===== config.mk =====
export PLATFORM = sky130hd
export DESIGN_NAME = irq_prio_ctrl
export DESIGN_NICKNAME = d
export VERILOG_FILES = /design/src/rtl/irqc_pkg.sv /design/src/rtl/irqc_enables.sv /design/src/rtl/irqc_flags.sv /design/src/rtl/irqc_arbiter.sv /design/src/rtl/irq_prio_ctrl.sv
export SDC_FILE = /design/constraint.sdc
export NUM_CORES = 1
export LEC_CHECK = 0
export BUFFER_PORTS_ARGS = -buffer_cell sky130_fd_sc_hd__clkbuf_2
export CORE_MARGIN = 3
export CORE_UTILIZATION = 50
export CTS_CLUSTER_DIAMETER = 60
export CTS_CLUSTER_SIZE = 12
export DETAILED_ROUTE_END_ITERATION = 10
export PLACE_DENSITY = 0.84
export SLEW_MARGIN = 20
export SYNTH_ARGS = -nofsm -noshare
export SYNTH_HDL_FRONTEND = slang
export SYNTH_SLANG_ARGS = --single-unit

===== constraint.sdc =====
create_clock -name clk -period 2.3 [get_ports clk]
set_input_delay 0.345 -clock clk [delete_from_list [all_inputs] [get_ports clk]]
set_output_delay 0.345 -clock clk [all_outputs]
set_load 0.05 [all_outputs]

===== src/rtl/irqc_pkg.sv =====
package irqc_pkg;
  localparam int NUM_LVL  = 16;
  localparam int LVL_W    = $clog2(NUM_LVL);
  localparam int N_MASK   = 14;
  localparam int N_NMI    = 3;
  localparam int N_EN     = N_MASK + N_NMI;
  localparam int N_SRC    = N_EN + 1;
  localparam int SRC_RST  = N_SRC - 1;
  localparam int SRC_XNMI = N_EN - 1;
  localparam int LVL_NMI  = NUM_LVL - 2;
  localparam int LVL_RST  = NUM_LVL - 1;
  localparam int VEC_W    = 16;

  // Priority level that a source belongs to.
  function automatic logic [LVL_W-1:0] lvl_of(input int src);
    if (src < N_MASK)      return LVL_W'(src);
    else if (src < N_EN)   return LVL_W'(LVL_NMI);
    else                   return LVL_W'(LVL_RST);
  endfunction

  // One word per level above the base address.
  function automatic logic [VEC_W-1:0] vec_of(input logic [VEC_W-1:0] base,
                                              input logic [LVL_W-1:0] lvl);
    return base + {{(VEC_W-LVL_W-1){1'b0}}, lvl, 1'b0};
  endfunction
endpackage


===== src/rtl/irqc_enables.sv =====
module irqc_enables
  import irqc_pkg::*;
(
  input  logic            clk,
  input  logic            rst_n,
  input  logic            en_we,
  input  logic [1:0]      en_addr,
  input  logic [7:0]      en_wdata,
  output logic [N_EN-1:0] en_q
);
  always_ff @(posedge clk) begin
    if (!rst_n) begin
      en_q <= '0;
    end else if (en_we) begin
      case (en_addr)
        2'd0:    en_q[7:0]           <= en_wdata;
        2'd1:    en_q[N_MASK-1:8]    <= en_wdata[N_MASK-9:0];
        2'd2:    en_q[N_EN-1:N_MASK] <= en_wdata[N_NMI-1:0];
        default: en_q                <= en_q;
      endcase
    end
  end
endmodule


===== src/rtl/irqc_flags.sv =====
module irqc_flags
  import irqc_pkg::*;
#(
  parameter logic [NUM_LVL-1:0] MULTI_LVL = 16'hD232
) (
  input  logic             clk,
  input  logic             rst_n,
  input  logic [N_SRC-1:0] set_vec,
  input  logic [N_SRC-1:0] src_clr,
  input  logic             ack,
  input  logic [LVL_W-1:0] ack_lvl,
  output logic [N_SRC-1:0] clr_vec,
  output logic [N_SRC-1:0] flag_q
);
  for (genvar s = 0; s < N_SRC; s++) begin : g_src
    localparam logic [LVL_W-1:0] MY_LVL = lvl_of(s);
    logic ack_hit;
    assign ack_hit    = ack && (ack_lvl == MY_LVL) && !MULTI_LVL[MY_LVL];
    assign clr_vec[s] = src_clr[s] | ack_hit;

    always_ff @(posedge clk) begin
      if (!rst_n) flag_q[s] <= 1'b0;
      else        flag_q[s] <= set_vec[s] | (flag_q[s] & ~clr_vec[s]);
    end
  end
endmodule


===== src/rtl/irqc_arbiter.sv =====
module irqc_arbiter
  import irqc_pkg::*;
(
  input  logic [N_SRC-1:0]   flag_q,
  input  logic [N_EN-1:0]    en_q,
  input  logic               gie,
  output logic [NUM_LVL-1:0] lvl_ok,
  output logic               req,
  output logic [LVL_W-1:0]   lvl
);
  logic [N_SRC-1:0] src_ok;

  for (genvar s = 0; s < N_SRC; s++) begin : g_ok
    if (s < N_MASK) begin : g_mask
      assign src_ok[s] = flag_q[s] & en_q[s] & gie;
    end else if (s < N_EN) begin : g_nmi
      assign src_ok[s] = flag_q[s] & en_q[s];
    end else begin : g_rst
      assign src_ok[s] = flag_q[s];
    end
  end

  always_comb begin
    lvl_ok = '0;
    for (int s = 0; s < N_SRC; s++) begin
      if (src_ok[s]) lvl_ok[lvl_of(s)] = 1'b1;
    end
  end

  always_comb begin
    req = |lvl_ok;
    lvl = '0;
    for (int l = 0; l < NUM_LVL; l++) begin
      if (lvl_ok[l]) lvl = LVL_W'(l);
    end
  end
endmodule


===== src/rtl/irq_prio_ctrl.sv =====
module irq_prio_ctrl
  import irqc_pkg::*;
#(
  parameter logic [VEC_W-1:0]   VEC_BASE  = 16'hFFE0,
  parameter logic [NUM_LVL-1:0] MULTI_LVL = 16'hD232
) (
  input  logic             clk,
  input  logic             rst_n,
  input  logic [N_SRC-1:0] src_evt,
  input  logic [N_SRC-1:0] src_clr,
  input  logic             ext_rst_evt,
  input  logic             ext_rst_nmi,
  input  logic             gie,
  input  logic             en_we,
  input  logic [1:0]       en_addr,
  input  logic [7:0]       en_wdata,
  input  logic             ack,
  input  logic [LVL_W-1:0] ack_lvl,
  output logic             irq_req,
  output logic [LVL_W-1:0] irq_lvl,
  output logic [VEC_W-1:0] irq_vec
);
  logic [N_SRC-1:0]   set_vec;
  logic [N_SRC-1:0]   clr_vec;
  logic [N_SRC-1:0]   flag_q;
  logic [N_EN-1:0]    en_q;
  logic [NUM_LVL-1:0] lvl_ok;

  always_comb begin
    set_vec = src_evt;
    if (ext_rst_evt) begin
      if (ext_rst_nmi) set_vec[SRC_XNMI] = 1'b1;
      else             set_vec[SRC_RST]  = 1'b1;
    end
  end

  irqc_enables u_en (
    .clk(clk), .rst_n(rst_n), .en_we(en_we), .en_addr(en_addr),
    .en_wdata(en_wdata), .en_q(en_q)
  );

  irqc_flags #(.MULTI_LVL(MULTI_LVL)) u_flags (
    .clk(clk), .rst_n(rst_n), .set_vec(set_vec), .src_clr(src_clr),
    .ack(ack), .ack_lvl(ack_lvl), .clr_vec(clr_vec), .flag_q(flag_q)
  );

  irqc_arbiter u_arb (
    .flag_q(flag_q), .en_q(en_q), .gie(gie), .lvl_ok(lvl_ok),
    .req(irq_req), .lvl(irq_lvl)
  );

  assign irq_vec = vec_of(VEC_BASE, irq_lvl);
endmodule


Yosys cells after proc, flatten, opt, wreduce, memory -nomap -nowiden
Cells that the tools add are included.
{"block": "totals", "ff_bits": 35, "input_bits": 57, "out_inout_bits": 21, "wordCells": 302}
{"block": "classes", "addsub": 1, "magnitude_cmp": 36, "eq_ne": 10, "muxes": 90, "n_bitwise": 111, "n_reduce_logical": 33}
{"operator": "$mux 16", "n": 18}
{"operator": "$or 16x16->16", "n": 17}
{"operator": "$mux 4", "n": 26}
{"operator": "$lt 4x5->1 const B", "n": 18}
{"operator": "$demux 1 s4", "n": 18}
{"operator": "$ge 4x1->1 const B", "n": 18}
{"operator": "$and 1x1->1", "n": 49}
{"operator": "$logic_and 1x1->1", "n": 27}
{"operator": "$or 1x1->1", "n": 27}
{"operator": "$mux 1", "n": 21}
{"operator": "$not 1->1", "n": 18}
{"operator": "$eq 4x4->1 const B", "n": 4}
{"operator": "$reduce_or 16->1", "n": 1}
{"operator": "$mux 3", "n": 4}
{"operator": "$eq 4x2->1 const B", "n": 2}
{"operator": "$eq 4x3->1 const B", "n": 2}
{"operator": "$add 6x6->7 const A", "n": 1}
{"operator": "$mux 2", "n": 3}
{"operator": "$reduce_and 2->1", "n": 3}
{"operator": "$logic_not 4->1", "n": 1}
{"operator": "$eq 2x1->1 const B", "n": 1}
{"operator": "$eq 2x2->1 const B", "n": 1}
{"operator": "$logic_not 2->1", "n": 1}

Depth between registers and ports, before layout
Gate-level depths: netlist of run 1.
{"block": "depth", "depth_word": 58, "ltp_mapped": 5, "mapped_depth_nobuf": 4}

Hierarchy
From an unflattened synthesis of run 1, not the netlist that was laid out.
{"block": "hier_totals", "cells_unflattened": 243, "hier_area_um2": 2034.5}
{"mod": "irqc_flags", "n_inst": 1, "cells_per_inst": 99, "area_per_inst_um2": 850.8, "seq_area_each_um2": 360.3}
{"mod": "irqc_enables", "n_inst": 1, "cells_per_inst": 66, "area_per_inst_um2": 664.4, "seq_area_each_um2": 340.3}
{"mod": "irqc_arbiter", "n_inst": 1, "cells_per_inst": 57, "area_per_inst_um2": 371.6, "seq_area_each_um2": 0.0}
{"mod": "irq_prio_ctrl", "n_inst": 1, "cells_per_inst": 21, "area_per_inst_um2": 147.6, "seq_area_each_um2": 0.0}

Least setup slack after synthesis of run 1
OpenSTA, ideal clock, no wires.
{"block": "synth_path", "path_kind": "register to output", "from": "register u_flags.flag_q[10]", "to": "output irq_vec[3]", "arrival_ps": 2396, "required_ps": 1955, "slack_ps": -441, "stages_incl_launch_ff": 5, "path_buffers": 1, "cell_sequence": "dfxtp_1 > a22o_1 > and2_1 > o311ai_1 > buf_4"}
{"block": "synth_between", "word_cells_on_any_way": 33, "classes_between": "1 x add/sub; 23 x mux; 9 x bitwise"}
{"element": "start, declared", "line": "irqc_flags.sv:13", "rtl": "output logic [N_SRC-1:0] flag_q"}
{"element": "start signal, assigned by index", "line": "irqc_flags.sv:23", "rtl": "else flag_q[s] <= set_vec[s] | (flag_q[s] & ~clr_vec[s]);"}
{"element": "$and 1x1->1 * (2 in a row)", "line": "irqc_arbiter.sv:15", "rtl": "assign src_ok[s] = flag_q[s] & en_q[s] & gie;"}
{"element": "$mux 16 *", "line": "irqc_arbiter.sv:26", "rtl": "if (src_ok[s]) lvl_ok[lvl_of(s)] = 1'b1;"}
{"element": "$or 16x16->16 (no source line)"}
{"element": "$mux 16 *", "line": "irqc_arbiter.sv:26"}
{"element": "$or 16x16->16 (no source line)"}
{"element": "$mux 16 *", "line": "irqc_arbiter.sv:26"}
{"element": "$or 16x16->16 (no source line)"}
{"element": "$mux 16 *", "line": "irqc_arbiter.sv:26"}
{"element": "(+5 left out)"}
{"element": "$mux 16 *", "line": "irqc_arbiter.sv:26"}
{"element": "$or 16x16->16 (no source line)"}
{"element": "$mux 16 *", "line": "irqc_arbiter.sv:26"}
{"element": "$mux 3 (4 in a row)", "line": "irqc_arbiter.sv:34", "rtl": "if (lvl_ok[l]) lvl = LVL_W'(l);"}
{"element": "$mux 4 (7 in a row)", "line": "irqc_arbiter.sv:34"}
{"element": "$mux 4 *", "line": "irqc_arbiter.sv:34"}
{"element": "net irq_lvl[2]", "line": "irq_prio_ctrl.sv:20", "rtl": "output logic [LVL_W-1:0] irq_lvl,"}
{"element": "$add 6x6->7 *", "line": "irqc_pkg.sv:24", "rtl": "return base + {{(VEC_W-LVL_W-1){1'b0}}, lvl, 1'b0};"}
{"element": "end, declared", "line": "irq_prio_ctrl.sv:21", "rtl": "output logic [VEC_W-1:0] irq_vec"}
The timed path passes the listed nets; every way through them passes the cells marked *.

Final worst setup path of run 1
{"block": "layout_path", "from": "register u_en.en_q[6]", "to": "output irq_lvl[0]"}
{"block": "layout_between", "elab_chain_cells": 40}
{"element": "start, declared", "line": "irqc_enables.sv:9", "rtl": "output logic [N_EN-1:0] en_q"}
{"element": "start signal, assigned", "line": "irqc_enables.sv:16", "rtl": "2'd0: en_q[7:0] <= en_wdata;"}
{"element": "start signal, assigned by index", "line": "irqc_enables.sv:17", "rtl": "2'd1: en_q[N_MASK-1:8] <= en_wdata[N_MASK-9:0];"}
{"element": "start signal, assigned by index", "line": "irqc_enables.sv:18", "rtl": "2'd2: en_q[N_EN-1:N_MASK] <= en_wdata[N_NMI-1:0];"}
{"element": "$and 1x1->1 * (2 in a row)", "line": "irqc_arbiter.sv:15"}
{"element": "$mux 16 *", "line": "irqc_arbiter.sv:26"}
{"element": "$or 16x16->16 (no source line)"}
{"element": "$mux 16 *", "line": "irqc_arbiter.sv:26"}
{"element": "$or 16x16->16 (no source line)"}
{"element": "$mux 16 *", "line": "irqc_arbiter.sv:26"}
{"element": "$or 16x16->16 (no source line)"}
{"element": "$mux 16 *", "line": "irqc_arbiter.sv:26"}
{"element": "(+13 left out)"}
{"element": "$mux 16 *", "line": "irqc_arbiter.sv:26"}
{"element": "$or 16x16->16 (no source line)"}
{"element": "$mux 16 *", "line": "irqc_arbiter.sv:26"}
{"element": "$mux 1", "line": "irqc_arbiter.sv:34"}
{"element": "$mux 2 (2 in a row)", "line": "irqc_arbiter.sv:34"}
{"element": "$mux 3 (4 in a row)", "line": "irqc_arbiter.sv:34"}
{"element": "$mux 4 (7 in a row)", "line": "irqc_arbiter.sv:34"}
{"element": "$mux 4 *", "line": "irqc_arbiter.sv:34"}
{"element": "end, declared", "line": "irq_prio_ctrl.sv:20"}
Mark *: on every way between the ends. The rest lies on a longest branch, timed or not.

==> flow_metrics.tcl, run 1 <==
set metrics [dict create \
    root_buffer "clkbuf_4" \
    die_area_um2 4290 \
    relSlewSlack_pct 58.8 \
    cp_num_buf_inv 1 \
    h-tree-depth 2 \
    vias 1507 \
    finClkSkew_ns 0 \
    io_buffers 65 \
    ant_nets 0 \
    yosysMostFrequentCell "dfxtp_1" \
    hold_end "u_flags.flag_q[0]" \
    cp-startpoint "u_en.en_q[6]" \
    hp-class "in2reg" \
    die_x_um 65.5 \
    synth-seq-cells 35 \
    cp_top_family "compound AO/OA/AOI/OAI gates" \
    path_class "reg2out" \
    max_freq_mhz 471 \
    rsz0062_at_grt "false" \
    finalSetupTns_ns 0 \
    place.gp.congestion 0.856 \
    place_inst 290 \
    ios 78 \
    worst_pin_slew_ns 0.618 \
    instances_no_fill 299 \
    grt_pass1_wl_um 6300 \
    dp_hpwl_um 3080 \
    whs_path_depth 2 \
    synthTopCellsByCount "35 x dfxtp_1, 26 x nor2b_1, 17 x buf_4, 17 x mux2i_1, 17 x o21a_1" \
    cap_violations 0 \
    path_clk_slew_ns 0.10 \
    hold_viol 0 \
    end_kind "output port" \
    fin_nets 311 \
    grt-ovfl-total 0 \
    final-max-slew-violation-count 0 \
    cts_tree "done" \
    reg2reg_slack_ns 1.46 \
    pwr-share-seq_pct 49.9 \
    coreArea_um2 3200 \
    start_util_pct 55.2 \
    syn_area_per_cell_um2 9.21 \
    worstPathArrival_ns 1.78 \
    cts_resized 0 \
    yosysTopAreaCellShare_pct 39.6 \
    grt_use_met1_pct 25.4 \
    power.share.clock_pct 27.9 \
    antenna_found_initial 0 \
    timing.final.crit_share_pct 92.2 \
    p_int_w 0.000921 \
    syn_area_um2 1770 \
    postCtsSetupBuffers 0 \
    use_met3_pct 4.96 \
    drt_iter0_drc 115 \
    dieHeight_um 65.5 \
    wl_per_cell_um 12.9 \
    outcome "finished, final reports clean" \
    grt_start_max_net_pins 36 \
    top_usage_layer "met2" \
    ys_types 39 \
    combPwrFrac_pct 22.2 \
    wirelength_um 3860 \
    ys_async_sr_fraction_pct 0 \
    yosysTopAreaCell "dfxtp_1" \
    grt_pass1_vias 1405 \
    p_sw_w 0.000402 \
    drc_errors 0 \
    r2r-start "u_flags.flag_q[6]" \
    std_cell_rows 20 \
    synthTopCellsByArea "dfxtp_1 40%, mux2i_1 9.6%, nor2b_1 9.2%, buf_4 7.2%, o21a_1 7.2%" \
    syn_inst 192 \
    clock_path_buffers 2 \
    antennaDiodeCount 0 \
    ir_drop_mv 0.354 \
    cp_num_cells 5 \
    insertion_delay_ns 0.33 \
    path_cells "nand2_1 > a32o_1 > a22oi_1 > a41oi_2 > clkbuf_2" \
    clkSinkCount 35 \
    r2r_cells 3 \
    hp-start "src_evt[0]" \
    swShare_pct 30.4 \
    drive_above_1_share_pct 31.8 \
    viasPerCell 5.04 \
    synth_edf_count 0 \
    area_delta_synth_final_pct 20.8 \
    hold_buffers 0 \
    r2r-end "u_flags.flag_q[6]" \
    cellPowerDensity_nw_per_um2 619 \
    min_period_ns 2.12 \
    synth_seq_area_share_pct 39.6 \
    p_leak_nw 0.990 \
    firstDrtPassIters 4 \
    cts_made_buffers 5 \
    ys_warn_count 0 \
    crit_required_ns 1.96 \
    grt_util_all_layers_pct 19.3 \
    crit_fanout 3 \
    critical_path.max_stage_delay_ns 0.38 \
    slowest_stage "dfxtp_1" \
    start_kind "register" \
    synth_ff_type "dfxtp_1" \
    finalSetupViolations 0 \
    grt_use_met2_pct 30.6 \
]
[registers in the layout, summed over array words and instances, names as in the netlist]
signal,flops
u_en.en_q,17
u_flags.flag_q,18
[final cells by class]
class / instances / area (um^2)
multi-input combinational: 134 / 931
fill: 290 / 1070
timing repair buffer: 67 / 340
tap: 44 / 55.1
clock buffer: 8 / 68.8
sequential: 35 / 701
inverter: 11 / 41.3
[layer usage]
| layer | wire (um) | up-vias |
|---|---|---|
| met5 | 0 | - |
| met4 | 39 | 0 |
| met3 | 351 | 5 |
| met2 | 1770 | 66 |
| met1 | 1700 | 654 |
| li1 | - | 782 |
[worst max path at each step]
stage	end
2_1_floorplan	irq_vec[3]
3_3_place_gp	irq_vec[1]
3_5_place_dp	irq_lvl[0]
4_1_cts	irq_lvl[0]
5_1_grt	irq_vec[1]
6_report	irq_lvl[0]
[cells in the final DEF (no fill, tap or decap), drive strengths merged, types with 2 or more instances in the layout]
| master | netlist | routed |
|---|---|---|
| clkbuf | 3 | 73 |
| dfxtp | 35 | 35 |
| nor2b | 26 | 26 |
| o21a | 17 | 17 |
| mux2i | 17 | 17 |
| nand2 | 14 | 14 |
| conb | 2 | 12 |
| inv | 11 | 11 |
| nand3 | 5 | 5 |
| a311oi | 5 | 5 |
| nor3b | 5 | 5 |
| a22o | 4 | 4 |
| a22oi | 3 | 3 |
| nor2 | 2 | 2 |
| nand4 | 2 | 2 |
| a32o | 2 | 2 |
| nor4 | 2 | 2 |
| buf | 19 | 2 |
| and2 | 2 | 2 |
| nand3b | 2 | 2 |
[stage by stage]
stage	hold slack (ns)	setup slack (ns)	area, um^2	power, W	util [%]
finish	0.211	0.179	2140	0.00132	66.7
global route	0.211	0.0736	2140	0.00139	66.7
CTS	0.213	0.111	2130	0.00133	66.5
detailed placement	0.505	0.523	2060	0.000966	64.3
global placement	0.496	0.542	2060	0.000962	64.3
floorplan	0.469	0.0858	1820	0.000901	-
[power groups by stage]
| stage | Combinational (W) | Sequential [W] | Clock [W] |
|---|---|---|---|
| after global routing | 0.000318 | 0.000664 | 0.000405 |
| after floorplan | 0.000235 | 0.000666 | 0 |
| after global placement | 0.000289 | 0.000673 | 0 |
| final | 0.000293 | 0.000661 | 0.000370 |
| after detailed placement | 0.000292 | 0.000674 | 0 |
| after CTS | 0.000293 | 0.000660 | 0.000375 |
[cells by family (layout without fill, tap and decap cells)]
kind of cell | Yosys count | count (layout) | share of synthesized area, %
compound gates | 43 | 43 | 19.3
buf+inv | 33 | 86 | 10.7
flops | 35 | 35 | 39.6
mux | 17 | 17 | 9.62
other cells | 2 | 12 | 0.424
simple gates | 62 | 62 | 20.3
Note: power is estimated with default switching activity, not from simulation.
==> run 2, diff against run 1 <==
Settings changed: PLACE_DENSITY 0.84 to default, PLACE_DENSITY_LB_ADDON from default to 0.05.
==> run 2 against run 1 <==
  * Hold slack got worse by 0.014 ns
  * Sequential share of layout area decreased by 0.15 points
  * Register-to-register slack got worse by 0.02 ns
  * Combinational power about the same
  * Worst setup slack got worse by 0.046 ns
  * Via count decreased by 0.27%
  * Flip-flop and latch count unchanged
  * Cell count decreased by 0.33%
  * Clock power increased by 25%
  * Die area unchanged
==> flow_metrics.tcl, run 2 (same netlist as run 1, synthesis figures left out) <==
set metrics [dict create \
    cts_tree "done" \
    relSlewSlack_pct 59.6 \
    wl_per_cell_um 12.7 \
    path_clk_slew_ns 0.11 \
    grt_util_all_layers_pct 19.2 \
    dieHeight_um 65.5 \
    power.share.clock_pct 32.6 \
    pwr-share-seq_pct 46.7 \
    worst_slack_ns 0.133 \
    final-max-slew-violation-count 0 \
    min_period_ns 2.17 \
    grt_pass1_wl_um 6290 \
    hp-start "src_evt[7]" \
    crit_required_ns 1.96 \
    combPwrFrac_pct 20.7 \
    start_util_pct 55.2 \
    vias 1503 \
    crit_fanout 3 \
    drt_iter0_drc 68 \
    timing.final.crit_share_pct 94.2 \
    ios 78 \
    io_buffers 65 \
    finalSetupViolations 0 \
    regMostFlops "u_flags.flag_q" \
    wirelength_um 3790 \
    p_int_w 0.000997 \
    hold_buffers 0 \
    path_cells "a222oi_1 > a31oi_1 > a41oi_2 > clkbuf_2" \
    postCtsSetupBuffers 0 \
    std_cell_rows 20 \
    max_freq_mhz 461 \
    finalPower_w 0.00141 \
    r2r-start "u_flags.flag_q[0]" \
    hold_end "u_flags.flag_q[7]" \
    coreArea_um2 3200 \
    finalSetupTns_ns 0 \
    antenna_found_initial 0 \
    grt_pass1_vias 1441 \
    root_buffer "clkbuf_4" \
    end_kind "output port" \
    final_common_cell "clkbuf_2" \
    path_class "reg2out" \
    place.gp.congestion 0.850 \
    firstDrtPassIters 4 \
    use_met3_pct 4.96 \
    largest_reg_flops 18 \
    grt-ovfl-total 0 \
    swShare_pct 29.4 \
    dp_slack_ns 0.494 \
    top_regs "u_flags.flag_q x18, u_en.en_q x17" \
    grt_start_max_net_pins 36 \
    cellPowerDensity_nw_per_um2 658 \
    rsz0062_at_grt "false" \
    grt_use_met2_pct 29.6 \
    whs_path_depth 2 \
    worst_pin_slew_ns 0.606 \
    p_sw_w 0.000415 \
    final-seq-area_um2 701 \
    viasPerCell 5.04 \
    h-tree-depth 2 \
    top_usage_layer "met2" \
    cap_violations 0 \
    r2r_cells 3 \
    hold_viol 0 \
    start_kind "register" \
    die_area_um2 4290 \
    cts_made_buffers 5 \
    drc_errors 0 \
    drive_above_1_share_pct 31.9 \
    fin_nets 310 \
    area_delta_synth_final_pct 21.4 \
    fillers 289 \
    hp-class "in2reg" \
    slowest_stage "a222oi_1" \
    dp_hpwl_um 2990 \
    grt_use_met1_pct 25.2 \
    insertion_delay_ns 0.34 \
    die_x_um 65.5 \
    clock_path_buffers 2 \
    clkSinkCount 35 \
    critical_path.max_stage_delay_ns 0.48 \
    cts_resized 0 \
    reg2reg_slack_ns 1.44 \
    finClkSkew_ns 0 \
    worstPathArrival_ns 1.82 \
    most-common-layout-cells "65 x clkbuf_2, 35 x dfxtp_1, 26 x nor2b_1" \
    p_leak_nw 0.996 \
    ir_drop_mv 0.406 \
    r2r-end "u_flags.flag_q[0]" \
    ant_nets 0 \
    multiInputGateArea_um2 931 \
    outcome "finished, final reports clean" \
    antennaDiodeCount 0 \
]
==> run 2: cell count changes in the layout (fill, tap and decap cells not counted) <==
| cell | before | now |
|---|---|---|
| clkinv_2 | 0 | 1 |
| clkbuf_1 | 1 | 0 |
| clkbuf_8 | 2 | 1 |
| bufinv_16 | 0 | 1 |
| buf_4 | 2 | 1 |
==> run 2: layout make-up <==
cell class / count / area share (%)
flip-flops and latches: 35 / 32.6
repair buffers: 66 / 15.5
well taps: 44 / 2.56
inverters: 11 / 1.92
multi-input cells: 134 / 43.4
clock inverters: 2 / 1.63
clock buffers: 6 / 2.39
==> run 2: power by group through the flow <==
stage	clock network, W	registers (W)	logic [W]
4_1_cts	0.000471	0.000660	0.000293
3_5_place_dp	0	0.000674	0.000292
2_1_floorplan	0	0.000666	0.000235
5_1_grt	0.000502	0.000664	0.000315
6_report	0.000461	0.000660	0.000292
3_3_place_gp	0	0.000673	0.000291
==> run 2: worst max-delay path, delay by kind of cell, from the launching register on <==
kind	cells	cell delay [ns]
AO/OA/AOI/OAI	3	0.85
flip-flops	1	0.32
buffers and inverters	1	0.31
==> run 2: routing by layer <==
layer | part of all wire (%) | vias up
met5 | 0 | -
met3 | 7.3 | 7
met2 | 43 | 57
li1 | - | 778
met1 | 48 | 661
met4 | 1.7 | 0
==> run 2: per-stage QoR <==
step / area, um^2 / utilization (%) / cells / hold slack, ns
floorplan: 1820 / - / 202 / 0.469
CTS: 2150 / 67.0 / 298 / 0.192
detailed placement: 2060 / 64.3 / 290 / 0.510
global route: 2150 / 67.0 / 298 / 0.181
finish: 2150 / 67.0 / 298 / 0.197
global placement: 2060 / 64.3 / 290 / 0.500
==> run 2: how the worst max path moves through the flow <==
stage | slack (ns) | from | to | cells after the start
after global routing | 0.01 | u_flags.flag_q[16] | irq_lvl[0] | 4
final | 0.13 | u_flags.flag_q[16] | irq_vec[1] | 4
after global placement | 0.54 | u_flags.flag_q[16] | irq_lvl[0] | 4
after detailed placement | 0.49 | u_flags.flag_q[16] | irq_vec[1] | 4
after CTS | 0.11 | u_flags.flag_q[16] | irq_vec[1] | 4
after floorplan | 0.09 | u_flags.flag_q[10] | irq_vec[3] | 4
